`config.mk`:
```
export PLATFORM = sky130hd
export DESIGN_NAME = ovp_delay_guard
export DESIGN_NICKNAME = d
export VERILOG_FILES = /design/src/rtl/ovp_delay_guard.sv
export SDC_FILE = /design/constraint.sdc
export NUM_CORES = 1
export LEC_CHECK = 0
export BUFFER_PORTS_ARGS = -buffer_cell sky130_fd_sc_hd__buf_2
export CAP_MARGIN = 30
export CORE_AREA = 4 4 60 83
export CTS_BUF_LIST = sky130_fd_sc_hd__clkbuf_4 sky130_fd_sc_hd__clkbuf_8 sky130_fd_sc_hd__clkbuf_16
export DETAILED_ROUTE_END_ITERATION = 6
export DIE_AREA = 0 0 64 87
export PLACE_DENSITY = 0.6
export REMOVE_ABC_BUFFERS = 1
export SYNTH_ARGS = -nofsm -noshare
export SYNTH_HDL_FRONTEND = slang
export SYNTH_SLANG_ARGS = --single-unit
export TNS_END_PERCENT = 10
```
`constraint.sdc`:
```
create_clock -name clk -period 5.9 [get_ports clk]
set_clock_uncertainty 0.15 [all_clocks]
set_input_delay 0.885 -clock clk [delete_from_list [all_inputs] [get_ports clk]]
set_output_delay 0.885 -clock clk [all_outputs]
set_load 0.03 [all_outputs]
```
`src/rtl/ovp_delay_guard.sv`:
```
module ovp_delay_guard #(
  parameter int MV_W             = 16,
  parameter int THRESH_MV        = 4350,
  parameter int HYST_MV          = 300,
  parameter int LONG_DELAY       = 0,
  parameter int SHORT_OPT_TICKS  = 4000,
  parameter int LONG_OPT_TICKS   = 6500,
  parameter int TEST_TICKS       = 15,
  parameter int TEST_DIFF_MV     = 10000
) (
  input  logic            clk,
  input  logic            rst,
  input  logic [MV_W-1:0] cell_mv,
  input  logic [MV_W-1:0] supply_mv,
  input  logic            tick_1ms,
  output logic            fuse_drive,
  output logic            in_test,
  output logic            pending
);
  localparam int NORM_TICKS = (LONG_DELAY != 0) ? LONG_OPT_TICKS : SHORT_OPT_TICKS;
  localparam int MAX_TICKS  = (NORM_TICKS > TEST_TICKS) ? NORM_TICKS : TEST_TICKS;
  localparam int CNT_W      = $clog2(MAX_TICKS + 1);
  localparam int RELEASE_MV = THRESH_MV - HYST_MV;

  logic             tripped, pend_q, test_q;
  logic [CNT_W-1:0] cnt;
  logic [CNT_W-1:0] lim;
  logic             above, below_rel;

  assign above     = cell_mv > MV_W'(THRESH_MV);
  assign below_rel = cell_mv < MV_W'(RELEASE_MV);
  assign in_test   = {1'b0, supply_mv} >= ({1'b0, cell_mv} + (MV_W+1)'(TEST_DIFF_MV));
  assign lim       = in_test ? CNT_W'(TEST_TICKS - 1) : CNT_W'(NORM_TICKS - 1);

  always_ff @(posedge clk) begin
    if (rst) begin
      tripped <= 1'b0;
      pend_q  <= 1'b0;
      test_q  <= 1'b0;
      cnt     <= '0;
    end else begin
      test_q <= in_test;
      if (tripped) begin
        pend_q <= 1'b0;
        cnt    <= '0;
        if (below_rel) tripped <= 1'b0;
      end else if (!above) begin
        pend_q <= 1'b0;
        cnt    <= '0;
      end else if (in_test != test_q) begin
        pend_q <= 1'b1;
        cnt    <= '0;
      end else if (tick_1ms && cnt >= lim) begin
        tripped <= 1'b1;
        pend_q  <= 1'b0;
        cnt     <= '0;
      end else begin
        pend_q <= 1'b1;
        if (tick_1ms) cnt <= cnt + 1'b1;
      end
    end
  end

  assign fuse_drive = tripped;
  assign pending    = pend_q;

  p_trip_needs_above_r2: assert property (@(posedge clk) disable iff (rst)
    $rose(fuse_drive) |-> $past(cell_mv > MV_W'(THRESH_MV)) && $past(tick_1ms));

  p_count_in_range_r8: assert property (@(posedge clk) disable iff (rst)
    (in_test == test_q && !tripped) |-> cnt <= lim);

  p_cancel_r3: assert property (@(posedge clk) disable iff (rst)
    (!fuse_drive && cell_mv <= MV_W'(THRESH_MV)) |=> !fuse_drive && !pending);

  p_hold_r4: assert property (@(posedge clk) disable iff (rst)
    (fuse_drive && cell_mv >= MV_W'(RELEASE_MV)) |=> fuse_drive);

  p_release_r5: assert property (@(posedge clk) disable iff (rst)
    (fuse_drive && cell_mv < MV_W'(RELEASE_MV)) |=> !fuse_drive);

  p_exclusive_r10: assert property (@(posedge clk) disable iff (rst)
    !(fuse_drive && pending));
endmodule

```
# After elaboration in Yosys (flattened, before gate mapping)
# Cells that the tools add are included.
# totals
ff_bits	15
# classes
add_sub_neg	2
order_cmp	4
n_eq_ne	1
mux	8
n_bitwise	1
reduce_logical	3
# ops
op	count
16-bit by 14-bit adder with 17-bit output, second input constant	1
16-bit by 17-bit greater-or-equal comparator with 1-bit output	1
16-bit by 13-bit greater-than comparator with 1-bit output, second input constant	1
16-bit by 12-bit less-than comparator with 1-bit output, second input constant	1
12-bit by 1-bit adder with 12-bit output, second input constant	1
12-bit greater-or-equal comparator	1
12-bit 2-to-1 mux	1
1-bit 2-to-1 mux	7
5-bit OR reduction	1
3-bit OR reduction	1
1-bit logical AND	1
1-bit != test	1
1-bit NOT	1

# Depth between registers and ports, before layout
# depth
word_depth	9
mapped_depth	21

# Worst setup path after synthesis
# No wires, ideal clock.
# synth_path
path_kind	input to register
startpoint	in cell_mv[7]
endpoint	reg cnt[5]
setup_ns	0.078
arrival_time_ns	4.284
t_required_ns	5.672
setup_slack_ns	1.388
cell_stages	20
path_cell_list	and2_1 nand3_1 and2_1 nor2_1 o21ai_0 xor2_1 ha_1 nand2_1 or3_1 o21a_1 o211ai_2 nand2_1 inv_1 ha_1 a211o_1 a31oi_1 or2_2 buf_2 nand3_1 nor3_1
# synth_via
elab_chain_cells	6
elab_cells_between_ends	9
# synth_lines
item	line	source
start, declared	13	input logic [MV_W-1:0] cell_mv,
16-bit by 14-bit adder with 17-bit output *	32	assign in_test = {1'b0, supply_mv} >= ({1'b0, cell_mv} + (MV_W+1)'(TEST_DIFF_MV));
16-bit by 17-bit greater-or-equal comparator with 1-bit output *	32	
via in_test	17	output logic in_test,
12-bit 2-to-1 mux	33	assign lim = in_test ? CNT_W'(TEST_TICKS - 1) : CNT_W'(NORM_TICKS - 1);
12-bit greater-or-equal comparator	53	end else if (tick_1ms && cnt >= lim) begin
1-bit logical AND	53	
5-bit OR reduction (no line) *	n/a	
end signal, assigned	59	if (tick_1ms) cnt <= cnt + 1'b1;
end, declared	26	logic [CNT_W-1:0] cnt;
# The timed path passes the listed nets; every way through them passes the cells marked *.
# A chain may end at the register's enable or synchronous reset.

# Final worst setup path
# layout_path
startpoint	in cell_mv[6]
endpoint	out in_test
# layout_via
elab_chain_cells	2
# layout_lines
item	line
16-bit by 14-bit adder with 17-bit output	32
16-bit by 17-bit greater-or-equal comparator with 1-bit output	32
end, declared	17
# No other way between the ends.

==> impl_metrics.env <==
export IMPL_status="finished, final reports clean"
export IMPL_antenna_cells=0
export IMPL_netlist_area_um2=1640
export IMPL_yosys_area_top_type_share_pct=20.6
export IMPL_yosysMostFrequentCell="ha_1"
export IMPL_drt_iter0_drc=41
export IMPL_hold_ws_ns=0.357
export IMPL_drive_above_1_share_pct=25.6
export IMPL_vias_per_cell=5.21
export IMPL_ys_seq_elements=15
export IMPL_cpPeakStageDelay_ns=0.38
export IMPL_syn_area_per_cell_um2=8.35
export IMPL_cts_root_buf="clkbuf_8"
export IMPL_cts_sinks=15
export IMPL_crit_chain="buf_2 -> and2_1 -> nand3_1 -> and2_1 -> nor2_1 -> o21ai_0 -> xor2_1 -> ha_1 -> nand2_1 -> or3_1 -> o21a_1 -> o211ai_2 -> nand2_1 -> inv_1 -> buf_2"
export IMPL_fin_nets=297
export IMPL_synth_top_area_cell="ha_1"
export IMPL_route_detailed_drc=0
export IMPL_postCtsResizedCells=0
export IMPL_synth_ff_type="dfxtp_1"
export IMPL_htree_levels=1
export IMPL_ys_types=44
export IMPL_p_total_uw=311
export IMPL_p_leak_nw=0.875
export IMPL_wl_mm=3.84
export IMPL_synth_warnings=0
export IMPL_num_io_pins=38
export IMPL_syn_inst=196
export IMPL_hold_viol=0
export IMPL_final_cell_area_um2=1920
export IMPL_start_util_pct=38.6
export IMPL_rsz0062_at_grt="false"
export IMPL_seqCellArea_um2=300
export IMPL_sw_frac_of_total_pct=35.5
export IMPL_tightest_slew_ns=0.782
export IMPL_critPathRequiredTime_ns=4.87
export IMPL_die_area_um2=5570
export IMPL_grt_max_degree=15
export IMPL_vias=1533
export IMPL_netlist_top_cells_count="ha_1, nand3_1, nand2_1, dfxtp_1, xnor2_1"
export IMPL_max_clock_freq_ghz=0.219
export IMPL_cts_tree="yes"
export IMPL_gr_usage_all_layers_pct=14.6
export IMPL_top_layer="met4"
export IMPL_peakVddDrop_mv=0.104
export IMPL_synth_edff_count=0
export IMPL_powerDensity_nw_per_um2=162
export IMPL_grt_pass1_vias=1541
export IMPL_path_buf_inv=3
export IMPL_place_area_um2=1870
export IMPL_clockPowerShare_pct=27.1
export IMPL_maxCapViolCount=0
export IMPL_fillers=459
export IMPL_grt_pass1_wl_mm=6.60
export IMPL_synth_area_top_cells="ha_1, dfxtp_1, xnor2_1, nor3_2, nand3_1"
export IMPL_startpoint_type="input port"
export IMPL_port_buffers=37
export IMPL_wl_met2_mm=1.94
export IMPL_ys_async_sr_fraction_pct=0
export IMPL_grt_ovfl_total=0
export IMPL_antenna_found_initial=0
export IMPL_place_gp_congestion=0.803
export IMPL_multi_input_area_um2=1260
export IMPL_end_kind="output pin"
export IMPL_hold_path_class="reg -> reg"
export IMPL_crit_path_max_fanout=7
export IMPL_setup_viol=0
export IMPL_pwr_share_comb_pct=38.6
export IMPL_cts_clk_slew_worst_paths_ns=0.06
export IMPL_setup_tns_final_ns=0
export IMPL_die_y_um=87
export IMPL_p_sw_uw=110
export IMPL_slew_headroom_pct=47.9
export IMPL_fin_crit_ns=4.57
export IMPL_wl_per_cell_um=13.1
export IMPL_power_frac_seq_pct=34.3
export IMPL_ys_seq_area_share_pct=18.3
export IMPL_cpMaxStageDelayCell="or3_1"
export IMPL_cts_buffers=3
export IMPL_std_cell_rows=28
export IMPL_post_cts_setup_buffers=0
export IMPL_clock_latency_ns=0.25
export IMPL_cts_hold_buf=0
export IMPL_wl_met3_um=161
export IMPL_crit_family="simple AND/OR/NAND/NOR gates"
export IMPL_dieWidth_um=64
export IMPL_crit_type="in -> out"
export IMPL_fp_coreArea_um2=4240
export IMPL_syn2layout_area_growth_pct=17.3
export IMPL_drv_slew=0
export IMPL_ant_nets=0
export IMPL_cts_buffer_depth=2
export IMPL_fin_crit_sh_pct=77.4
export IMPL_power_internal_uw=200
export IMPL_wl_met1_mm=1.69
export IMPL_first_pass_iters=5
export IMPL_hpwl_mm=3.21
export IMPL_arrival_ns=3.53
path summary, 6_finish.rpt:
path,startpoint,end,slack (ns),depth (start not counted)
max reg2reg,cnt[0]$_SDFFE_PP0P_,pending$_SDFF_PP0_,3.93,7
min,fuse_drive$_SDFF_PP0_,fuse_drive$_SDFF_PP0_,0.36,2
min reg2reg,fuse_drive$_SDFF_PP0_,fuse_drive$_SDFF_PP0_,0.36,2
max,cell_mv[6],in_test,1.33,15
kinds of logic (layout without fill, tap and decap cells):
| kind of cell | Yosys count | count (layout) | synth area share (%) |
|---|---|---|---|
| AOI/OAI and AO/OA | 34 | 34 | 15.7 |
| xor gates and xnor gates | 21 | 21 | 11.2 |
| adders and majority gates | 27 | 27 | 20.6 |
| buffers and inverters | 15 | 53 | 4.66 |
| DFF | 15 | 15 | 18.3 |
| muxes | 1 | 1 | 0.688 |
| and+or+nand+nor | 83 | 83 | 28.7 |
cell usage in the layout, fill, tap and decap left out, types with 5 or more instances in the layout:
| master | instances |
|---|---|
| nor3_1 | 6 |
| ha_1 | 27 |
| nor2_1 | 10 |
| inv_1 | 10 |
| o21ai_0 | 6 |
| nand2_1 | 16 |
| nor3_2 | 9 |
| dfxtp_1 | 15 |
| nand3_1 | 17 |
| xor2_1 | 9 |
| a21oi_1 | 5 |
| buf_2 | 37 |
| xnor2_1 | 12 |
| nand4_1 | 8 |
layout make-up:
cell class	count	share of cell area, %
multi-input cells	166	65.6
clock buffers	3	2.15
well taps	60	3.91
inverters	11	2.15
repair buffers	38	10.2
flip-flops and latches	15	15.6
clock inverters	1	0.261
metrics by stage:
stage                     worst slack, ns  std cells  utilization [%]
after floorplan                      1.42        192                -
after global placement               1.13        289             43.9
after detailed placement             1.10        290             44.2
after CTS                            1.29        294             45.3
after global routing                 1.03        294             45.3
final                                1.33        294             45.3
power by group through the flow:
stage,combinational [mW],clock (mW),sequential [mW]
after global routing,0.138,0.0930,0.107
final,0.120,0.0840,0.107
after global placement,0.118,0,0.109
after CTS,0.122,0.0868,0.107
after detailed placement,0.121,0,0.109
after floorplan,0.0790,0,0.109
registers in the layout, indices dropped and copies added (netlist names):
name        cells
cnt            12
fuse_drive      1
pending         1
test_q          1
metal layers:
metal	track usage (%)	vias to the layer above
met4	4.91	0
met3	1.94	6
met5	0	-
li1	-	800
met1	16.8	695
met2	27.5	32
worst min-delay path: stages (launching register included):
cell	delay [ns]
dfxtp_1	0.32
nand3b_1	0.08
nand3_1	0.06
Note: power is estimated with default switching activity, not from simulation.
